File: src/rtl/ca_buf_pkg.sv
package ca_buf_pkg;
    localparam int DEF_ADDR_W      = 16;
    localparam int DEF_BANK_W      = 3;
    localparam int DEF_RANK_N      = 4;
    localparam int DEF_CKE_N       = 2;
    localparam int DEF_ODT_N       = 2;
    localparam int DEF_CW_SEL_LO   = 3;
    localparam int DEF_CW_DATA_LSB = 4;
    localparam int DEF_CW_DATA_W   = 4;

    typedef enum logic [1:0] {
        ERR_IDLE  = 2'd0,
        ERR_HOLD1 = 2'd1,
        ERR_HOLD2 = 2'd2
    } err_state_t;
endpackage

File: src/rtl/ca_capture.sv
module ca_capture #(
    parameter int ADDR_W = 16,
    parameter int BANK_W = 3,
    parameter int RANK_N = 4,
    parameter int CKE_N  = 2,
    parameter int ODT_N  = 2
) (
    input  logic              clk,
    input  logic              rst_n,
    input  logic [ADDR_W-1:0] in_addr,
    input  logic [BANK_W-1:0] in_bank,
    input  logic              in_ras_n,
    input  logic              in_cas_n,
    input  logic              in_we_n,
    input  logic [RANK_N-1:0] in_cs_n,
    input  logic [CKE_N-1:0]  in_cke,
    input  logic [ODT_N-1:0]  in_odt,
    input  logic              in_par,
    output logic [ADDR_W-1:0] q_addr,
    output logic [BANK_W-1:0] q_bank,
    output logic              q_ras_n,
    output logic              q_cas_n,
    output logic              q_we_n,
    output logic [RANK_N-1:0] q_cs_n,
    output logic [RANK_N-1:0] q_cke,
    output logic [RANK_N-1:0] q_odt,
    output logic              q_par,
    output logic              q_sel_any,
    output logic              q_cw_hit
);
    localparam int ODT_GRP = RANK_N / ODT_N;

    logic [RANK_N-1:0] cke_fan;
    logic [RANK_N-1:0] odt_fan;
    logic              cw_hit;

    // Rank fan-out: clock enables interleave, terminations group in pairs
    for (genvar r = 0; r < RANK_N; r++) begin : g_fan
        assign cke_fan[r] = in_cke[r % CKE_N];
        assign odt_fan[r] = in_odt[r / ODT_GRP];
    end

    assign cw_hit = ~|in_cs_n;

    always_ff @(posedge clk or negedge rst_n) begin
        if (!rst_n) begin
            q_addr    <= '0;
            q_bank    <= '0;
            q_ras_n   <= 1'b1;
            q_cas_n   <= 1'b1;
            q_we_n    <= 1'b1;
            q_cs_n    <= '1;
            q_cke     <= '0;
            q_odt     <= '0;
            q_par     <= 1'b0;
            q_sel_any <= 1'b0;
            q_cw_hit  <= 1'b0;
        end else begin
            q_addr    <= in_addr;
            q_bank    <= in_bank;
            q_ras_n   <= in_ras_n;
            q_cas_n   <= in_cas_n;
            q_we_n    <= in_we_n;
            q_cs_n    <= cw_hit ? '1 : in_cs_n;
            q_cke     <= cke_fan;
            q_odt     <= odt_fan;
            q_par     <= in_par;
            q_sel_any <= ~&in_cs_n;
            q_cw_hit  <= cw_hit;
        end
    end
endmodule

File: src/rtl/ca_parity_chk.sv
module ca_parity_chk
    import ca_buf_pkg::*;
#(
    parameter int ADDR_W = 16,
    parameter int BANK_W = 3
) (
    input  logic              clk,
    input  logic              rst_n,
    input  logic [ADDR_W-1:0] addr,
    input  logic [BANK_W-1:0] bank,
    input  logic              ras_n,
    input  logic              cas_n,
    input  logic              we_n,
    input  logic              par,
    input  logic              sel_any,
    output logic              bad,
    output logic              err_n
);
    err_state_t state_q, state_d;

    assign bad = sel_any & (^{addr, bank, ras_n, cas_n, we_n, par});

    always_comb begin
        state_d = state_q;
        unique case (state_q)
            ERR_IDLE:  state_d = bad ? ERR_HOLD1 : ERR_IDLE;
            ERR_HOLD1: state_d = bad ? ERR_HOLD1 : ERR_HOLD2;
            ERR_HOLD2: state_d = bad ? ERR_HOLD1 : ERR_IDLE;
            default:   state_d = ERR_IDLE;
        endcase
    end

    always_ff @(posedge clk or negedge rst_n) begin
        if (!rst_n) state_q <= ERR_IDLE;
        else        state_q <= state_d;
    end

    always_comb begin
        err_n = (state_q == ERR_IDLE);
    end

    p_bad_flags_r2: assert property (@(posedge clk) disable iff (!rst_n)
        bad |=> !err_n);
    p_low_two_r3: assert property (@(posedge clk) disable iff (!rst_n)
        $fell(err_n) |=> !err_n);
    p_release_r3: assert property (@(posedge clk) disable iff (!rst_n)
        (state_q == ERR_HOLD2 && !bad) |=> err_n);
    p_idle_quiet_r4: assert property (@(posedge clk) disable iff (!rst_n)
        (state_q == ERR_IDLE && !sel_any) |=> err_n);
    p_restart_r11: assert property (@(posedge clk) disable iff (!rst_n)
        (state_q == ERR_HOLD2 && bad) |=> (state_q == ERR_HOLD1));
endmodule

File: src/rtl/ca_ctrl_words.sv
module ca_ctrl_words #(
    parameter int IDX_W  = 6,
    parameter int DATA_W = 4,
    parameter int NUM    = 64
) (
    input  logic                  clk,
    input  logic                  rst_n,
    input  logic                  wr_req,
    input  logic                  wr_block,
    input  logic [IDX_W-1:0]      wr_idx,
    input  logic [DATA_W-1:0]     wr_data,
    output logic [NUM*DATA_W-1:0] words_flat
);
    logic wr_ok;
    assign wr_ok = wr_req & ~wr_block;

    for (genvar i = 0; i < NUM; i++) begin : g_word
        logic [DATA_W-1:0] word_q;
        always_ff @(posedge clk or negedge rst_n) begin
            if (!rst_n)                                 word_q <= '0;
            else if (wr_ok && (wr_idx == IDX_W'(i)))    word_q <= wr_data;
        end
        assign words_flat[i*DATA_W +: DATA_W] = word_q;
    end

    p_write_lands_r6: assert property (@(posedge clk) disable iff (!rst_n)
        (wr_req && !wr_block) |=>
            (words_flat[int'($past(wr_idx))*DATA_W +: DATA_W] == $past(wr_data)));
    p_blocked_keep_r7: assert property (@(posedge clk) disable iff (!rst_n)
        (wr_req && wr_block) |=> $stable(words_flat));
endmodule

File: src/rtl/ca_reg_buffer.sv
module ca_reg_buffer
    import ca_buf_pkg::*;
#(
    parameter int ADDR_W      = DEF_ADDR_W,
    parameter int BANK_W      = DEF_BANK_W,
    parameter int RANK_N      = DEF_RANK_N,
    parameter int CKE_N       = DEF_CKE_N,
    parameter int ODT_N       = DEF_ODT_N,
    parameter int CW_SEL_LO   = DEF_CW_SEL_LO,
    parameter int CW_DATA_LSB = DEF_CW_DATA_LSB,
    parameter int CW_DATA_W   = DEF_CW_DATA_W,
    localparam int CW_IDX_W   = BANK_W + CW_SEL_LO,
    localparam int CW_NUM     = 1 << CW_IDX_W
) (
    input  logic                      clk,
    input  logic                      rst_n,
    input  logic [ADDR_W-1:0]         host_addr,
    input  logic [BANK_W-1:0]         host_bank,
    input  logic                      host_ras_n,
    input  logic                      host_cas_n,
    input  logic                      host_we_n,
    input  logic [RANK_N-1:0]         host_cs_n,
    input  logic [CKE_N-1:0]          host_cke,
    input  logic [ODT_N-1:0]          host_odt,
    input  logic                      host_par,
    output logic [ADDR_W-1:0]         rank_addr,
    output logic [BANK_W-1:0]         rank_bank,
    output logic                      rank_ras_n,
    output logic                      rank_cas_n,
    output logic                      rank_we_n,
    output logic [RANK_N-1:0]         rank_cs_n,
    output logic [RANK_N-1:0]         rank_cke,
    output logic [RANK_N-1:0]         rank_odt,
    output logic                      par_err_n,
    output logic [CW_NUM*CW_DATA_W-1:0] cfg_words
);
    logic cap_par, cap_sel_any, cap_cw_hit, cap_bad;

    ca_capture #(
        .ADDR_W(ADDR_W), .BANK_W(BANK_W), .RANK_N(RANK_N),
        .CKE_N(CKE_N), .ODT_N(ODT_N)
    ) u_capture (
        .clk(clk), .rst_n(rst_n),
        .in_addr(host_addr), .in_bank(host_bank),
        .in_ras_n(host_ras_n), .in_cas_n(host_cas_n), .in_we_n(host_we_n),
        .in_cs_n(host_cs_n), .in_cke(host_cke), .in_odt(host_odt),
        .in_par(host_par),
        .q_addr(rank_addr), .q_bank(rank_bank),
        .q_ras_n(rank_ras_n), .q_cas_n(rank_cas_n), .q_we_n(rank_we_n),
        .q_cs_n(rank_cs_n), .q_cke(rank_cke), .q_odt(rank_odt),
        .q_par(cap_par), .q_sel_any(cap_sel_any), .q_cw_hit(cap_cw_hit)
    );

    ca_parity_chk #(.ADDR_W(ADDR_W), .BANK_W(BANK_W)) u_parity (
        .clk(clk), .rst_n(rst_n),
        .addr(rank_addr), .bank(rank_bank),
        .ras_n(rank_ras_n), .cas_n(rank_cas_n), .we_n(rank_we_n),
        .par(cap_par), .sel_any(cap_sel_any),
        .bad(cap_bad), .err_n(par_err_n)
    );

    ca_ctrl_words #(.IDX_W(CW_IDX_W), .DATA_W(CW_DATA_W), .NUM(CW_NUM)) u_words (
        .clk(clk), .rst_n(rst_n),
        .wr_req(cap_cw_hit), .wr_block(cap_bad),
        .wr_idx({rank_bank, rank_addr[CW_SEL_LO-1:0]}),
        .wr_data(rank_addr[CW_DATA_LSB +: CW_DATA_W]),
        .words_flat(cfg_words)
    );

    p_addr_through_r1: assert property (@(posedge clk) disable iff (!rst_n)
        1'b1 |=> (rank_addr == $past(host_addr) && rank_bank == $past(host_bank)));
    p_cw_not_sent_r6: assert property (@(posedge clk) disable iff (!rst_n)
        (~|host_cs_n) |=> (&rank_cs_n));
    p_cmd_sent_r5: assert property (@(posedge clk) disable iff (!rst_n)
        (|host_cs_n) |=> (rank_cs_n == $past(host_cs_n)));
endmodule

File: config.mk
export PLATFORM = sky130hd
export DESIGN_NAME = ca_reg_buffer
export DESIGN_NICKNAME = d
export VERILOG_FILES = /design/src/rtl/ca_buf_pkg.sv /design/src/rtl/ca_capture.sv /design/src/rtl/ca_parity_chk.sv /design/src/rtl/ca_ctrl_words.sv /design/src/rtl/ca_reg_buffer.sv
export SDC_FILE = /design/constraint.sdc
export NUM_CORES = 1
export LEC_CHECK = 0
export ABC_CLOCK_PERIOD_IN_PS = 3000
export BUFFER_PORTS_ARGS = -buffer_cell sky130_fd_sc_hd__buf_4
export CORE_ASPECT_RATIO = 1.25
export CORE_MARGIN = 5
export CORE_UTILIZATION = 53
export CTS_BUF_LIST = sky130_fd_sc_hd__clkbuf_16
export CTS_CLUSTER_SIZE = 12
export DETAILED_ROUTE_END_ITERATION = 8
export PLACE_DENSITY = 0.89
export SYNTH_ARGS = -nofsm -noshare
export SYNTH_HDL_FRONTEND = slang
export SYNTH_SLANG_ARGS = --single-unit
export TNS_END_PERCENT = 30
File: constraint.sdc
create_clock -name clk -period 3 [get_ports clk]
set_clock_uncertainty 0.2 [all_clocks]
set_input_delay 0.3 -clock clk [delete_from_list [all_inputs] [get_ports clk]]
set_output_delay 0.3 -clock clk [all_outputs]
set_load 0.02 [all_outputs]
======== After elaboration in Yosys (flattened, before gate mapping) ========
Index checks and enable logic that the tools add are counted.
operators by class
  equal/unequal tests ..................... 65
  muxes and demuxes ....................... 4
  bitwise logic cells ..................... 3
  reductions and logical operators ........ 72
operator list
  cell                                                 count
  equality test 6 bit, second input constant           32
  equality test 6 x 5 -> 1 bit, second input constant  16
  logical AND 1 bit                                    64
  equality test 6 x 4 -> 1 bit, second input constant  8
  equality test 6 x 3 -> 1 bit, second input constant  4
  XOR reduction 23 bit                                 1
  equality test 6 x 2 -> 1 bit, second input constant  2
  equality test 6 x 1 -> 1 bit, second input constant  1
  logical NOT 6 bit                                    1
  two-way mux 4 bit                                    1
  one-hot mux 2 bit (2 select lines)                   1
  AND reduction 4 bit                                  1
  OR reduction 4 bit                                   1
  bitwise AND 1 bit                                    2
  equality test 2 x 1 -> 1 bit, second input constant  1
  equality test 2 bit, second input constant           1
  logical NOT 1 bit                                    2
  logical NOT 2 bit                                    1
  two-way mux 2 bit                                    1
  OR reduction 2 bit                                   1
  two-way mux 1 bit                                    1
  inverter 1 bit                                       1
storage, ports and cells
  flip-flop bits (word level) ............. 294
  output and inout port bits .............. 291
  word-level logic and storage cells ...... 220

======== Depth between registers and ports, before layout ========
  depth after elaboration ................. 5
  mapped depth ............................ 10
  gate-level depth less buffers ........... 6

======== Modules after synthesis ========
A second synthesis with hierarchy kept.
unflattened totals
  cell total of the unflattened synthesis .. 710
  area total of the unflattened synthesis .. 11120.7 um^2
modules (own cells, without submodules)
  module         instances  cells each  area each (um^2)  seq. area each (um^2)
  ca_ctrl_words  1          636         9924.5            6406.1
  ca_capture     1          45          917.1             834.6
  ca_parity_chk  1          29          279.0             50.0

======== Least setup slack after synthesis ========
No wires, ideal clock.
  kind .................................... reg-to-reg
  from .................................... reg u_capture.q_ras_n
  to ...................................... reg u_words.g_word[60].word_q[1]
  arrival ................................. 2389 ps
  required time ........................... 2674 ps
  slack ................................... 285 ps
  stages on the path, launching flop included .. 9
  path buffers ............................ 2
  period minus slack after synthesis ...... 2715 ps
  cell sequence ........................... dfstp_2 -> xnor3_1 -> xnor3_1 -> xnor3_2 -> xnor2_2 -> buf_4 -> a21boi_1 -> buf_2 -> a221o_1
on the way
  word-level cells in the longest chain between the ends .. 5
ends and longest elaborated chain
  item                    line                 source
  start, declared         ca_capture.sv:21     output logic q_ras_n,
  start signal, assigned  ca_capture.sv:61     q_ras_n <= in_ras_n;
  XOR reduction 23 bit    ca_parity_chk.sv:21  assign bad = sel_any & (^{addr, bank, ras_n, cas_n, we_n, par});
  bitwise AND 1 bit       ca_parity_chk.sv:21
  inverter 1 bit          ca_ctrl_words.sv:15  assign wr_ok = wr_req & ~wr_block;
  bitwise AND 1 bit       ca_ctrl_words.sv:15
  logical AND 1 bit       ca_ctrl_words.sv:21  else if (wr_ok && (wr_idx == IDX_W'(i))) word_q <= wr_data;
  end signal, assigned    ca_ctrl_words.sv:21
  end, declared           ca_ctrl_words.sv:18  logic [DATA_W-1:0] word_q;
Every way passes these cells.
A chain may end at the register's enable or synchronous reset.

======== Final worst setup path ========
  from .................................... reg u_capture.q_ras_n
  to ...................................... reg u_words.g_word[1].word_q[2]
on the way
  word-level cells in the longest chain between the ends .. 5
ends and longest elaborated chain
  item                  line
  XOR reduction 23 bit  ca_parity_chk.sv:21
  bitwise AND 1 bit     ca_parity_chk.sv:21
  inverter 1 bit        ca_ctrl_words.sv:15
  bitwise AND 1 bit     ca_ctrl_words.sv:15
  logical AND 1 bit     ca_ctrl_words.sv:21
  end signal, assigned  ca_ctrl_words.sv:21
  end, declared         ca_ctrl_words.sv:18
Every way passes these cells.

==> impl_results.md <==
- Global route overflow: 0
- Clock power frac: 24.5%
- Part of the power in combinational logic: 45.1%
- Detail Placement HPWL: 28100 um
- Cts bufs inserted: 29
- Setup Viol. Count Final: 219
- Share of cells above drive strength 1: 29.7%
- Area leader, netlist: dfrtp_1
- Largest stage delay on the critical path: 550 ps
- Critical path data required time: 3190 ps
- Fmax: 0.318 GHz
- Yosys top cell area share: 55.6%
- Failing checks: setup timing
- Max cap viols: 0
- Ys Warns: 0
- Later-pin clock latency in the skew report: 560 ps
- Antenna violations before repair: 0
- Sequential share of power: 30.4%
- RSZ-0062 raised after global routing: yes
- Critical-path cell list: xnor3_2, xnor3_1, xnor3_2, buf_6, xor2_4, o21ai_4, buf_6, buf_12, o221ai_1
- Post-Synthesis Cells: 1236
- Internal power: 0.00796 W
- Simple-gate share of the synthesized area: 16.7%
- Synth cell types: 40
- Nets: 1646
- Longest Clk Path Bufs: 3
- Synth-to-layout area growth: 36.8%
- Detailed-route wire length: 46100 um
- Worst Setup End Kind: flip-flop
- Place WS: 59.5 ps
- Post-Syn Nets: 1269
- Worst hold path class: in -> async
- CTS tree: yes
- Final Cycle Share: 105%
- First-pass GRT wire length: 66500 um
- Fin worst setup slack: -147 ps
- Fin. max-slew vios: 0
- Combinational family with the most area after synthesis: compound AO/OA/AOI/OAI gates
- R2r setup slk: -150 ps
- Die height: 184 um
- CTS root buf: clkbuf_16
- Port bufs: 323
- Post-synthesis adder-cell area fraction: 0%
- # DRC: 0
- Post-synthesis compound-gate area fraction: 17.7%
- Top fanout value on the critical path: 18
- Crit path launch: u_capture.q_ras_n$_DFF_PN1_
- Placed cell count: 1859
- Critical Path AT: 3340 ps
- Peak VDD IR: 0.000827 V
- Tot Pwr: 0.0133 W
- Initial DRT Pass Iterations: 5
- Final-report hold violation count: 0
- H-tree lvl count: 1
- Vias per std cell: 6.14
- Tightest Pin Transition: 984 ps
- Register area share after synthesis: 57.1%
- CORE AREA: 23700 um^2
- P_leak: 8.71 nW
- Critical path type: reg -> reg
- CTS Sinks: 291
- Post-layout min period: 3150 ps
- N_diodes: 0
- Final core occ: 73.7%
- Avg Inst Size Synth: 10.3 um^2
- RePlAce Congestion: 0.831
- RR Startpoint: u_capture.q_ras_n$_DFF_PN1_
- Initial Utilization: 53.8%
- FF-to-FF path depth: 9
- Status: complete, but fails checks
- Post-route insts no fill: 1955
- Largest cells by area after synthesis: dfrtp_1 56%, nand2_1 7.8%, o211ai_1 6.5%
- ANT nets after route: 0
- Row cnt: 63
- CP max-delay cell: dfstp_2
- DR vias: 12000
- Multiplexer share of the synthesized area: 0%
- Iter 0 DRT Violations: 1232
- Largest net degree at the start of global routing: 116
- RR Endpoint: u_words.g_word[1].word_q[2]$_DFFE_PN0P_
- I/O Pins: 324
- Worst Setup EP: u_words.g_word[1].word_q[2]$_DFFE_PN0P_
- Die width: 149 um
- Slew headroom: 33.8%
- All-Layer GR Usage: 30.7%
- Vias in the first global route: 11500
- Setup TNS: -13740 ps
- Cell area power density: 760 nW/um^2
- DIE AREA: 27300 um^2
- P_sw: 0.00531 W
- Sw Ratio: 40.0%
- Routed WL per cell: 23.6 um
- Xor and xnor area share after synthesis: 1.97%
- Clk pin slew, worst setup/hold paths: 60 ps
- Mapped Area: 12800 um^2
- Worst setup SP type: flip-flop
- Flops & latches, synth: 291
==> cell families (layout without fill, tap and decap cells) <==
logic type	after synthesis	count (layout)
buf+inv	183	577
compound gates	265	265
flops	291	291
xor+xnor	20	20
simple gates	477	477
==> sequential cells by signal (all words and copies together) (netlist names), 2 cells and up <==
name and cells:
u_capture.q_addr 16, u_capture.q_odt 2, u_capture.q_cs_n 4, u_capture.q_cke 2, u_capture.q_bank 3, u_words.g_word.word_q 256, u_parity.state_q 2
==> power by group through the flow <==
stage / sequential, W / combinational, W / clock, W
final: 0.00404 / 0.00598 / 0.00325
after global routing: 0.00404 / 0.00624 / 0.00345
after CTS: 0.00404 / 0.00465 / 0.00323
after detailed placement: 0.00411 / 0.00456 / 0
after global placement: 0.00410 / 0.00446 / 0
after floorplan: 0.00415 / 0.00314 / 0
==> worst min-delay path by stage <==
stage                                                          end  slack, ps  depth (start not counted)
after global placement    u_words.g_word[44].word_q[1]$_DFFE_PN0P_        150                          1
after global routing                 u_capture.q_bank[1]$_DFF_PN0_        180                          2
after floorplan                      u_capture.q_addr[0]$_DFF_PN0_       -200                          0
final                     u_words.g_word[54].word_q[2]$_DFFE_PN0P_        150                          2
after CTS                 u_words.g_word[50].word_q[0]$_DFFE_PN0P_        160                          2
after detailed placement  u_words.g_word[44].word_q[1]$_DFFE_PN0P_        150                          1
==> per-layer routing <==
layer  up-vias  wire length (um)  GRT usage [%]
met5         -                 0              0
met4         0              2540           12.7
met3       168              3980           7.00
met2       759             23000           51.3
met1      5914             16500           38.7
li1       5153                 -              -
==> placed cells by master (no fill, tap or decap), drive strengths merged <==
| master | Yosys | layout |
|---|---|---|
| a211o | 4 | 4 |
| a21boi | 4 | 4 |
| a21oi | 1 | 1 |
| a221o | 40 | 40 |
| and2 | 2 | 2 |
| and3 | 5 | 5 |
| and3b | 1 | 1 |
| buf | 62 | 388 |
| clkbuf | 19 | 36 |
| clkinv | 1 | 5 |
| clkinvlp | 0 | 1 |
| dfrtp | 284 | 284 |
| dfstp | 7 | 7 |
| dlygate4sd3 | 0 | 32 |
| inv | 101 | 115 |
| nand2 | 268 | 268 |
| nand2b | 4 | 4 |
| nand3 | 113 | 113 |
| nand3b | 1 | 1 |
| nand4 | 2 | 2 |
| nor2 | 16 | 16 |
| nor2b | 45 | 45 |
| nor3 | 8 | 8 |
| nor3b | 2 | 2 |
| nor4 | 4 | 4 |
| o211ai | 111 | 111 |
| o21ai | 4 | 4 |
| o221ai | 101 | 101 |
| or2 | 6 | 6 |
| xnor2 | 15 | 15 |
| xnor3 | 3 | 3 |
| xor2 | 2 | 2 |
==> per-stage QoR <==
step	hold WS, ps	area, um^2
after CTS	163	16900
after global placement	154	15800
final	147	17500
after detailed placement	153	15800
after floorplan	-196	12800
after global routing	184	17500
==> critical path, delay by kind of cell (launching register included) <==
family	cells	cell delay, ps
AOI/OAI and AO/OA	2	430
xor gates and xnor gates	4	1320
buffers and inverters	3	480
DFF	1	550
==> Yosys cell counts <==
library cell	count
nand2b_1	4
nand3_1	113
o221ai_2	6
a21oi_1	1
xor2_1	1
a221o_1	40
nor3b_1	2
xnor3_1	2
nor3_1	8
nor2_2	1
or2_2	6
inv_1	101
buf_1	6
nand4_1	2
nor2b_1	45
o221ai_1	95
nand2_1	267
a21boi_0	2
nand3b_1	1
nand2_2	1
xnor3_2	1
xor2_4	1
o21ai_2	4
a21boi_1	2
buf_6	9
nor4_1	4
xnor2_2	2
xnor2_1	13
buf_4	10
and3_1	5
dfrtp_1	284
and2_1	2
dfstp_2	7
o211ai_1	111
and3b_1	1
a211o_1	4
clkbuf_1	19
nor2_1	15
clkinv_1	1
buf_2	37
==> timing repair <==
action | CTS | global route
buffers inserted | 0 | 4
gates cloned | 0 | 12
hold endpoints to repair | 111 | 0
gates resized for setup | 1 | 49
pin swaps | 0 | 91
hold buffers | 32 | 0
endpoints found under the setup margin | 1 | 254
==> layout make-up <==
type,instances,area [um^2]
inverter,102,383
clock buffer,29,726
fill,1538,6250
sequential,291,7290
multi-input combinational,762,4860
timing repair buffer,427,3730
clock inverter,19,82.6
tap,325,407
(Power assumes the default switching activity.)
